File: src/rtl/rirq_pkg.sv
package rirq_pkg;

   typedef struct packed {
      logic hs;
      logic vs;
      logic ack;
      logic we;
   } rirq_step_t;

endpackage

File: src/rtl/rirq_edge.sv
module rirq_edge #(
   parameter bit FALLING = 1'b0
) (
   input  logic clk,
   input  logic rst_n,
   input  logic ce,
   input  logic lvl,
   output logic edge_o
);

   logic lvl_q;

   always_ff @(posedge clk or negedge rst_n) begin
      if (!rst_n) lvl_q <= 1'b0;
      else if (ce) lvl_q <= lvl;
   end

   generate
      if (FALLING) begin : g_fall
         assign edge_o = ce & ~lvl & lvl_q;
      end else begin : g_rise
         assign edge_o = ce & lvl & ~lvl_q;
      end
   endgenerate

endmodule

File: src/rtl/rirq_line_ctr.sv
module rirq_line_ctr #(
   parameter int CNT_W    = 6,
   parameter int PERIOD   = 52,
   parameter int VS_DELAY = 2,
   parameter int ACK_BIT  = 5
) (
   input  logic clk,
   input  logic rst_n,
   input  logic hs_step,
   input  logic vs_step,
   input  logic ack_step,
   output logic irq_o
);

   localparam int AW = $clog2(VS_DELAY + 1);
   localparam logic [CNT_W-1:0] LAST    = CNT_W'(PERIOD - 1);
   localparam logic [CNT_W-1:0] ONE     = CNT_W'(1);
   localparam logic [CNT_W-1:0] HALFBIT = ONE << ACK_BIT;
   localparam logic [AW-1:0]    A_INIT  = AW'(VS_DELAY);
   localparam logic [AW-1:0]    A_ONE   = AW'(1);

   generate
      if (PERIOD < 2 || PERIOD > (1 << CNT_W)) begin : g_bad_period
         $error("rirq_line_ctr: PERIOD does not fit CNT_W");
      end
      if (ACK_BIT >= CNT_W || (1 << ACK_BIT) >= PERIOD) begin : g_bad_bit
         $error("rirq_line_ctr: ACK_BIT must name a bit below PERIOD");
      end
      if (VS_DELAY < 1) begin : g_bad_delay
         $error("rirq_line_ctr: VS_DELAY must be at least 1");
      end
   endgenerate

   logic [CNT_W-1:0] cnt_q, cnt_d, base;
   logic [AW-1:0]    arm_q, arm_d;
   logic             irq_q, irq_d, raise, rephase;

   always_comb begin
      base    = ack_step ? (cnt_q & ~HALFBIT) : cnt_q;
      rephase = hs_step && (arm_q == A_ONE) && !vs_step;
      raise   = 1'b0;
      cnt_d   = base;
      if (hs_step) begin
         if (rephase) begin
            cnt_d = '0;
            raise = (base >= HALFBIT);
         end else if (base == LAST) begin
            cnt_d = '0;
            raise = 1'b1;
         end else begin
            cnt_d = base + ONE;
         end
      end
      arm_d = arm_q;
      if (vs_step) arm_d = A_INIT;
      else if (hs_step && arm_q != '0) arm_d = arm_q - A_ONE;
      irq_d = (irq_q & ~ack_step) | raise;
   end

   always_ff @(posedge clk or negedge rst_n) begin
      if (!rst_n) begin
         cnt_q <= '0;
         arm_q <= '0;
         irq_q <= 1'b0;
      end else begin
         cnt_q <= cnt_d;
         arm_q <= arm_d;
         irq_q <= irq_d;
      end
   end

   assign irq_o = irq_q;

   p_irq_needs_hsync_r4: assert property (@(posedge clk) disable iff (!rst_n)
      $rose(irq_q) |-> $past(hs_step));

   p_count_holds_r4: assert property (@(posedge clk) disable iff (!rst_n)
      (!hs_step && !ack_step) |=> (cnt_q == $past(cnt_q)));

   p_count_range_r3: assert property (@(posedge clk) disable iff (!rst_n)
      cnt_q <= LAST);

   p_wrap_raise_r3: assert property (@(posedge clk) disable iff (!rst_n)
      (hs_step && !rephase && base == LAST) |=> (irq_q && cnt_q == '0));

   p_ack_clears_r5: assert property (@(posedge clk) disable iff (!rst_n)
      (ack_step && !hs_step) |=> (!irq_q && !cnt_q[ACK_BIT]));

   p_rephase_raise_r6: assert property (@(posedge clk) disable iff (!rst_n)
      (rephase && base >= HALFBIT) |=> (irq_q && cnt_q == '0));

endmodule

File: src/rtl/rirq_mode_latch.sv
module rirq_mode_latch #(
   parameter int             MODE_W     = 2,
   parameter logic [MODE_W-1:0] RESET_MODE = '0
) (
   input  logic              clk,
   input  logic              rst_n,
   input  logic              hs_step,
   input  logic              we_step,
   input  logic [MODE_W-1:0] wdata,
   output logic [MODE_W-1:0] mode_o
);

   generate
      if (MODE_W < 1) begin : g_bad_w
         $error("rirq_mode_latch: MODE_W must be positive");
      end
   endgenerate

   logic [MODE_W-1:0] pend_q, mode_q;
   logic              pv_q;

   always_ff @(posedge clk or negedge rst_n) begin
      if (!rst_n) begin
         pend_q <= RESET_MODE;
         pv_q   <= 1'b0;
         mode_q <= RESET_MODE;
      end else begin
         if (hs_step && pv_q) begin
            mode_q <= pend_q;
            pv_q   <= 1'b0;
         end
         if (we_step) begin
            pend_q <= wdata;
            pv_q   <= 1'b1;
         end
      end
   end

   assign mode_o = mode_q;

   p_mode_hold_r9: assert property (@(posedge clk) disable iff (!rst_n)
      !hs_step |=> $stable(mode_q));

   p_mode_take_r8: assert property (@(posedge clk) disable iff (!rst_n)
      (hs_step && pv_q) |=> (mode_q == $past(pend_q)));

endmodule

File: src/rtl/hsync_raster_irq.sv
module hsync_raster_irq #(
   parameter int  CNT_W        = 6,
   parameter int  PERIOD       = 52,
   parameter int  VS_DELAY     = 2,
   parameter int  ACK_BIT      = 5,
   parameter int  MODE_W       = 2,
   parameter bit  COUNT_ON_END = 1'b0
) (
   input  logic              clk,
   input  logic              rst_n,
   input  logic              ce,
   input  logic              hsync,
   input  logic              vsync,
   input  logic              irq_ack,
   input  logic              mode_we,
   input  logic [MODE_W-1:0] mode_wdata,
   output logic              irq,
   output logic [MODE_W-1:0] mode
);

   rirq_pkg::rirq_step_t stp;
   logic hs_edge, vs_edge;

   rirq_edge #(.FALLING(COUNT_ON_END)) u_hs_edge (
      .clk(clk), .rst_n(rst_n), .ce(ce), .lvl(hsync), .edge_o(hs_edge)
   );

   rirq_edge #(.FALLING(1'b0)) u_vs_edge (
      .clk(clk), .rst_n(rst_n), .ce(ce), .lvl(vsync), .edge_o(vs_edge)
   );

   assign stp.hs  = hs_edge;
   assign stp.vs  = vs_edge;
   assign stp.ack = ce & irq_ack;
   assign stp.we  = ce & mode_we;

   rirq_line_ctr #(
      .CNT_W(CNT_W), .PERIOD(PERIOD), .VS_DELAY(VS_DELAY), .ACK_BIT(ACK_BIT)
   ) u_ctr (
      .clk(clk), .rst_n(rst_n),
      .hs_step(stp.hs), .vs_step(stp.vs), .ack_step(stp.ack),
      .irq_o(irq)
   );

   rirq_mode_latch #(.MODE_W(MODE_W)) u_mode (
      .clk(clk), .rst_n(rst_n),
      .hs_step(stp.hs), .we_step(stp.we), .wdata(mode_wdata),
      .mode_o(mode)
   );

   p_ce_freeze_r2: assert property (@(posedge clk) disable iff (!rst_n)
      !ce |=> ($stable(irq) && $stable(mode)));

endmodule

File: config.mk
export PLATFORM = sky130hd
export DESIGN_NAME = hsync_raster_irq
export DESIGN_NICKNAME = d
export VERILOG_FILES = /design/src/rtl/rirq_pkg.sv /design/src/rtl/rirq_edge.sv /design/src/rtl/rirq_line_ctr.sv /design/src/rtl/rirq_mode_latch.sv /design/src/rtl/hsync_raster_irq.sv
export SDC_FILE = /design/constraint.sdc
export NUM_CORES = 1
export LEC_CHECK = 0
export ABC_AREA = 1
export BUFFER_PORTS_ARGS = -buffer_cell sky130_fd_sc_hd__clkbuf_2
export CAP_MARGIN = 20
export CORE_MARGIN = 1.5
export CORE_UTILIZATION = 60
export CTS_BUF_LIST = sky130_fd_sc_hd__clkbuf_4 sky130_fd_sc_hd__clkbuf_8
export CTS_CLUSTER_DIAMETER = 50
export DETAILED_ROUTE_END_ITERATION = 8
export PLACE_DENSITY = 0.83
export RECOVER_POWER = 100
export REMOVE_ABC_BUFFERS = 1
export SLEW_MARGIN = 10
export SYNTH_ARGS = -nofsm -noshare
export SYNTH_HDL_FRONTEND = slang
export SYNTH_HIERARCHICAL = 1
export SYNTH_SLANG_ARGS = --single-unit
export TNS_END_PERCENT = 100
File: constraint.sdc
create_clock -name clk -period 2.1 [get_ports clk]
set_input_delay 0.21 -clock clk [delete_from_list [all_inputs] [get_ports clk]]
set_output_delay 0.21 -clock clk [all_outputs]
set_load 0.05 [all_outputs]
==> qor.yml <==
status: "finished, final reports clean"
layout.nets: 131
critPathMaxStageDelay_ns: 0.40
setup_viol_count_final: 0
grt_remaining_overflow: 0
yosysMostFrequentCell: "nand2_1"
end_kind: "flip-flop"
power_frac_comb_pct: 26.9
avgViaCountPerCell: 5.17
cts_buffers: 3
avgSynthCellArea_um2: 8.18
dp_hpwl_mm: 1.15
grt_max_degree: 17
r2r-start: "u_hs_edge/lvl_q$_DFFE_PN0P_"
routedWlPerCell_um: 11.4
switching_share_pct: 37.1
tritoncts: "done"
antenna_left: 0
worst-r2r-setup-slack_ns: 0.51
worst_setup_hold_path_clk_slew_ns: 0.10
firstDrtPassIters: 4
total_power_uw: 910
reg2reg_depth: 5
antenna_found_initial: 0
yosysUniqueCellTypes: 20
tightest_slew_ns: 0.843
tns_ns: 0
p_clk_share_pct: 22.6
cpLargestDelayFamily: "simple AND/OR/NAND/NOR gates"
fin_skew_ns: 0.000960
io_buffers: 11
drc: 0
cap_violations: 0
diodes: 0
crit_required_ns: 2.27
critPathKind: "flip-flop to flip-flop"
grt_pass1_vias: 612
drt_iter0_markers: 26
r2r_end: "u_ctr/arm_q[1]$_DFFE_PN0P_"
synthFlopType: "dfrtp_1"
die_y_um: 40.5
critical_path_depth: 5
final-seq-area_um2: 400
place_congestion: 0.782
path_cells: "nor2_2 -> inv_1 -> or2_0 -> a21oi_2 -> o21ai_1"
ys_top_cells_by_area: "dfrtp_1 48%, nand2_1 14%, inv_1 6.7%"
io_pins: 12
fmax_ghz: 0.631
p_sw_uw: 337
seq_area_frac_synth_pct: 47.5
cp-startpoint: "u_hs_edge/lvl_q$_DFFE_PN0P_"
slowest_stage: "dfrtp_1"
cp.arrival_ns: 1.76
core_area_um2: 1300
grtUsageTotal_pct: 22.9
finalMaxSlewViolations: 0
area_growth_syn_to_layout_pct: 10.5
synth_edf_count: 0
crit_path_max_fanout: 14
ys_seq_elements: 16
internal_power_uw: 572
pwr-share-seq_pct: 50.6
layout_min_cycle_time_ns: 1.59
wl_mm: 1.51
num_vias: 683
clock_latency_ns: 0.28
yosys.area.top_type: "dfrtp_1"
hold_viol: 0
clock_path_buffers: 2
synth_top_area_share_pct: 47.5
grt_pass1_wl_mm: 2.41
cts-resized-gates: 0
layout-drive-gt1-share_pct: 12.8
start_util_pct: 64.7
crit_path_start_kind: "flip-flop"
critPathBufInv: 1
rsz0062_at_grt: "false"
hp-class: "primary input to flip-flop"
relSlewSlack_pct: 43.8
ctsRootBufferMaster: "clkbuf_4"
p_leak_nw: 0.492
cts_sinks: 16
synth_common_cells: "31 x nand2_1, 16 x dfrtp_1, 15 x inv_1"
rows: 13
syn_inst: 103
synth_area_um2: 842
utilization_pct: 71.5
async_flop_share_pct: 100
fillers: 117
fp.dieArea_um2: 1640
yosysWarnings: 6
irDropWorstVdd_uv: 612
p_per_area_nw_per_um2: 977
cts-htree-levels: 1
fp.dieW_um: 40.5
multi_input_area_um2: 355
crit_end: "u_ctr/arm_q[1]$_DFFE_PN0P_"
fin_crit_sh_pct: 75.5
[metrics by stage]
stage / hold slack, ns / cell area [µm²] / worst slack, ns / std cells
2_1_floorplan: -0.0856 / 826 / 0.785 / 101
3_3_place_gp: 0.150 / 900 / 0.652 / 127
3_5_place_dp: 0.154 / 900 / 0.561 / 127
4_1_cts: 0.130 / 946 / 0.603 / 132
5_1_grt: 0.134 / 931 / 0.344 / 132
6_report: 0.133 / 931 / 0.515 / 132
[kinds of logic after synthesis]
group,after synthesis,share of synthesized area [%]
compound gates,12,7.87
fa+ha+maj,4,5.94
buf+inv,18,9.06
xor+xnor,2,2.08
flops,16,47.5
simple gates,51,27.5
[worst min path at each step]
| stage | start | to | cells past startpoint |
|---|---|---|---|
| 6_report | mode_wdata[1] | u_mode/pend_q[1]$_DFFE_PN0P_ | 3 |
| 4_1_cts | mode_wdata[0] | u_mode/pend_q[0]$_DFFE_PN0P_ | 3 |
| 3_5_place_dp | rst_n | u_ctr/irq_o$_DFF_PN0_ | 1 |
| 5_1_grt | mode_wdata[0] | u_mode/pend_q[0]$_DFFE_PN0P_ | 3 |
| 3_3_place_gp | rst_n | u_ctr/cnt_q[2]$_DFFE_PN0P_ | 1 |
| 2_1_floorplan | rst_n | u_ctr/arm_q[0]$_DFFE_PN0P_ | 0 |
[worst min-delay path, delay by kind of cell]
family	cells	cell delay, ns
compound gates	1	0.05
buf+inv	1	0.08
simple gates	1	0.04
[cells in the final DEF (no fill, tap or decap)]
cell type	n
clkbuf_1	4
o21bai_1	1
nand3_1	9
dlygate4sd3_1	1
a21oi_2	1
nand3b_1	1
o21ai_0	7
or2_0	1
inv_1	16
xor2_1	2
o21ai_1	2
clkbuf_2	7
dfrtp_1	16
nand4_1	2
nor2_2	3
a21oi_1	1
ha_1	4
nand2_1	31
nor2_1	4
clkbuf_4	3
clkbuf_8	1
[what timing repair did]
action,in CTS,in global routing
endpoints found under the hold margin,16,0
hold buffers,1,0
buffers inserted,0,0
[power by group through the flow]
stage          sequential [mW]  clock [mW]  combinational, mW
6_report                 0.460       0.205              0.244
5_1_grt                  0.474       0.223              0.285
4_1_cts                  0.461       0.212              0.256
3_5_place_dp             0.467           0              0.254
3_3_place_gp             0.465           0              0.239
2_1_floorplan            0.486           0              0.157
[routing by layer]
layer  share of wire (%)  vias to the layer above  wire length, µm  global-route usage, %
li1                    -                      347                -                      -
met1                  46                      318              685                   27.9
met2                  50                       16              746                   37.3
met3                 3.8                        2               57                   5.00
met4                 1.1                        0               16                   12.5
met5                   0                        -                0                      0
[area by class of cell]
cell class,instances,area share [%]
Sequential cell,16,43.0
Tap cell,15,2.02
Multi-Input combinational cell,69,38.2
Clock buffer,4,3.90
Timing Repair Buffer,12,6.45
Inverter,16,6.45
[registers in the layout, summed over array words and instances (netlist names)]
name / flops
u_hs_edge/lvl_q: 1
u_ctr/arm_q: 2
u_mode/pv_q: 1
u_vs_edge/lvl_q: 1
u_mode/pend_q: 2
u_ctr/cnt_q: 6
u_ctr/irq_o: 1
u_mode/mode_o: 2
(Power assumes the default switching activity.)
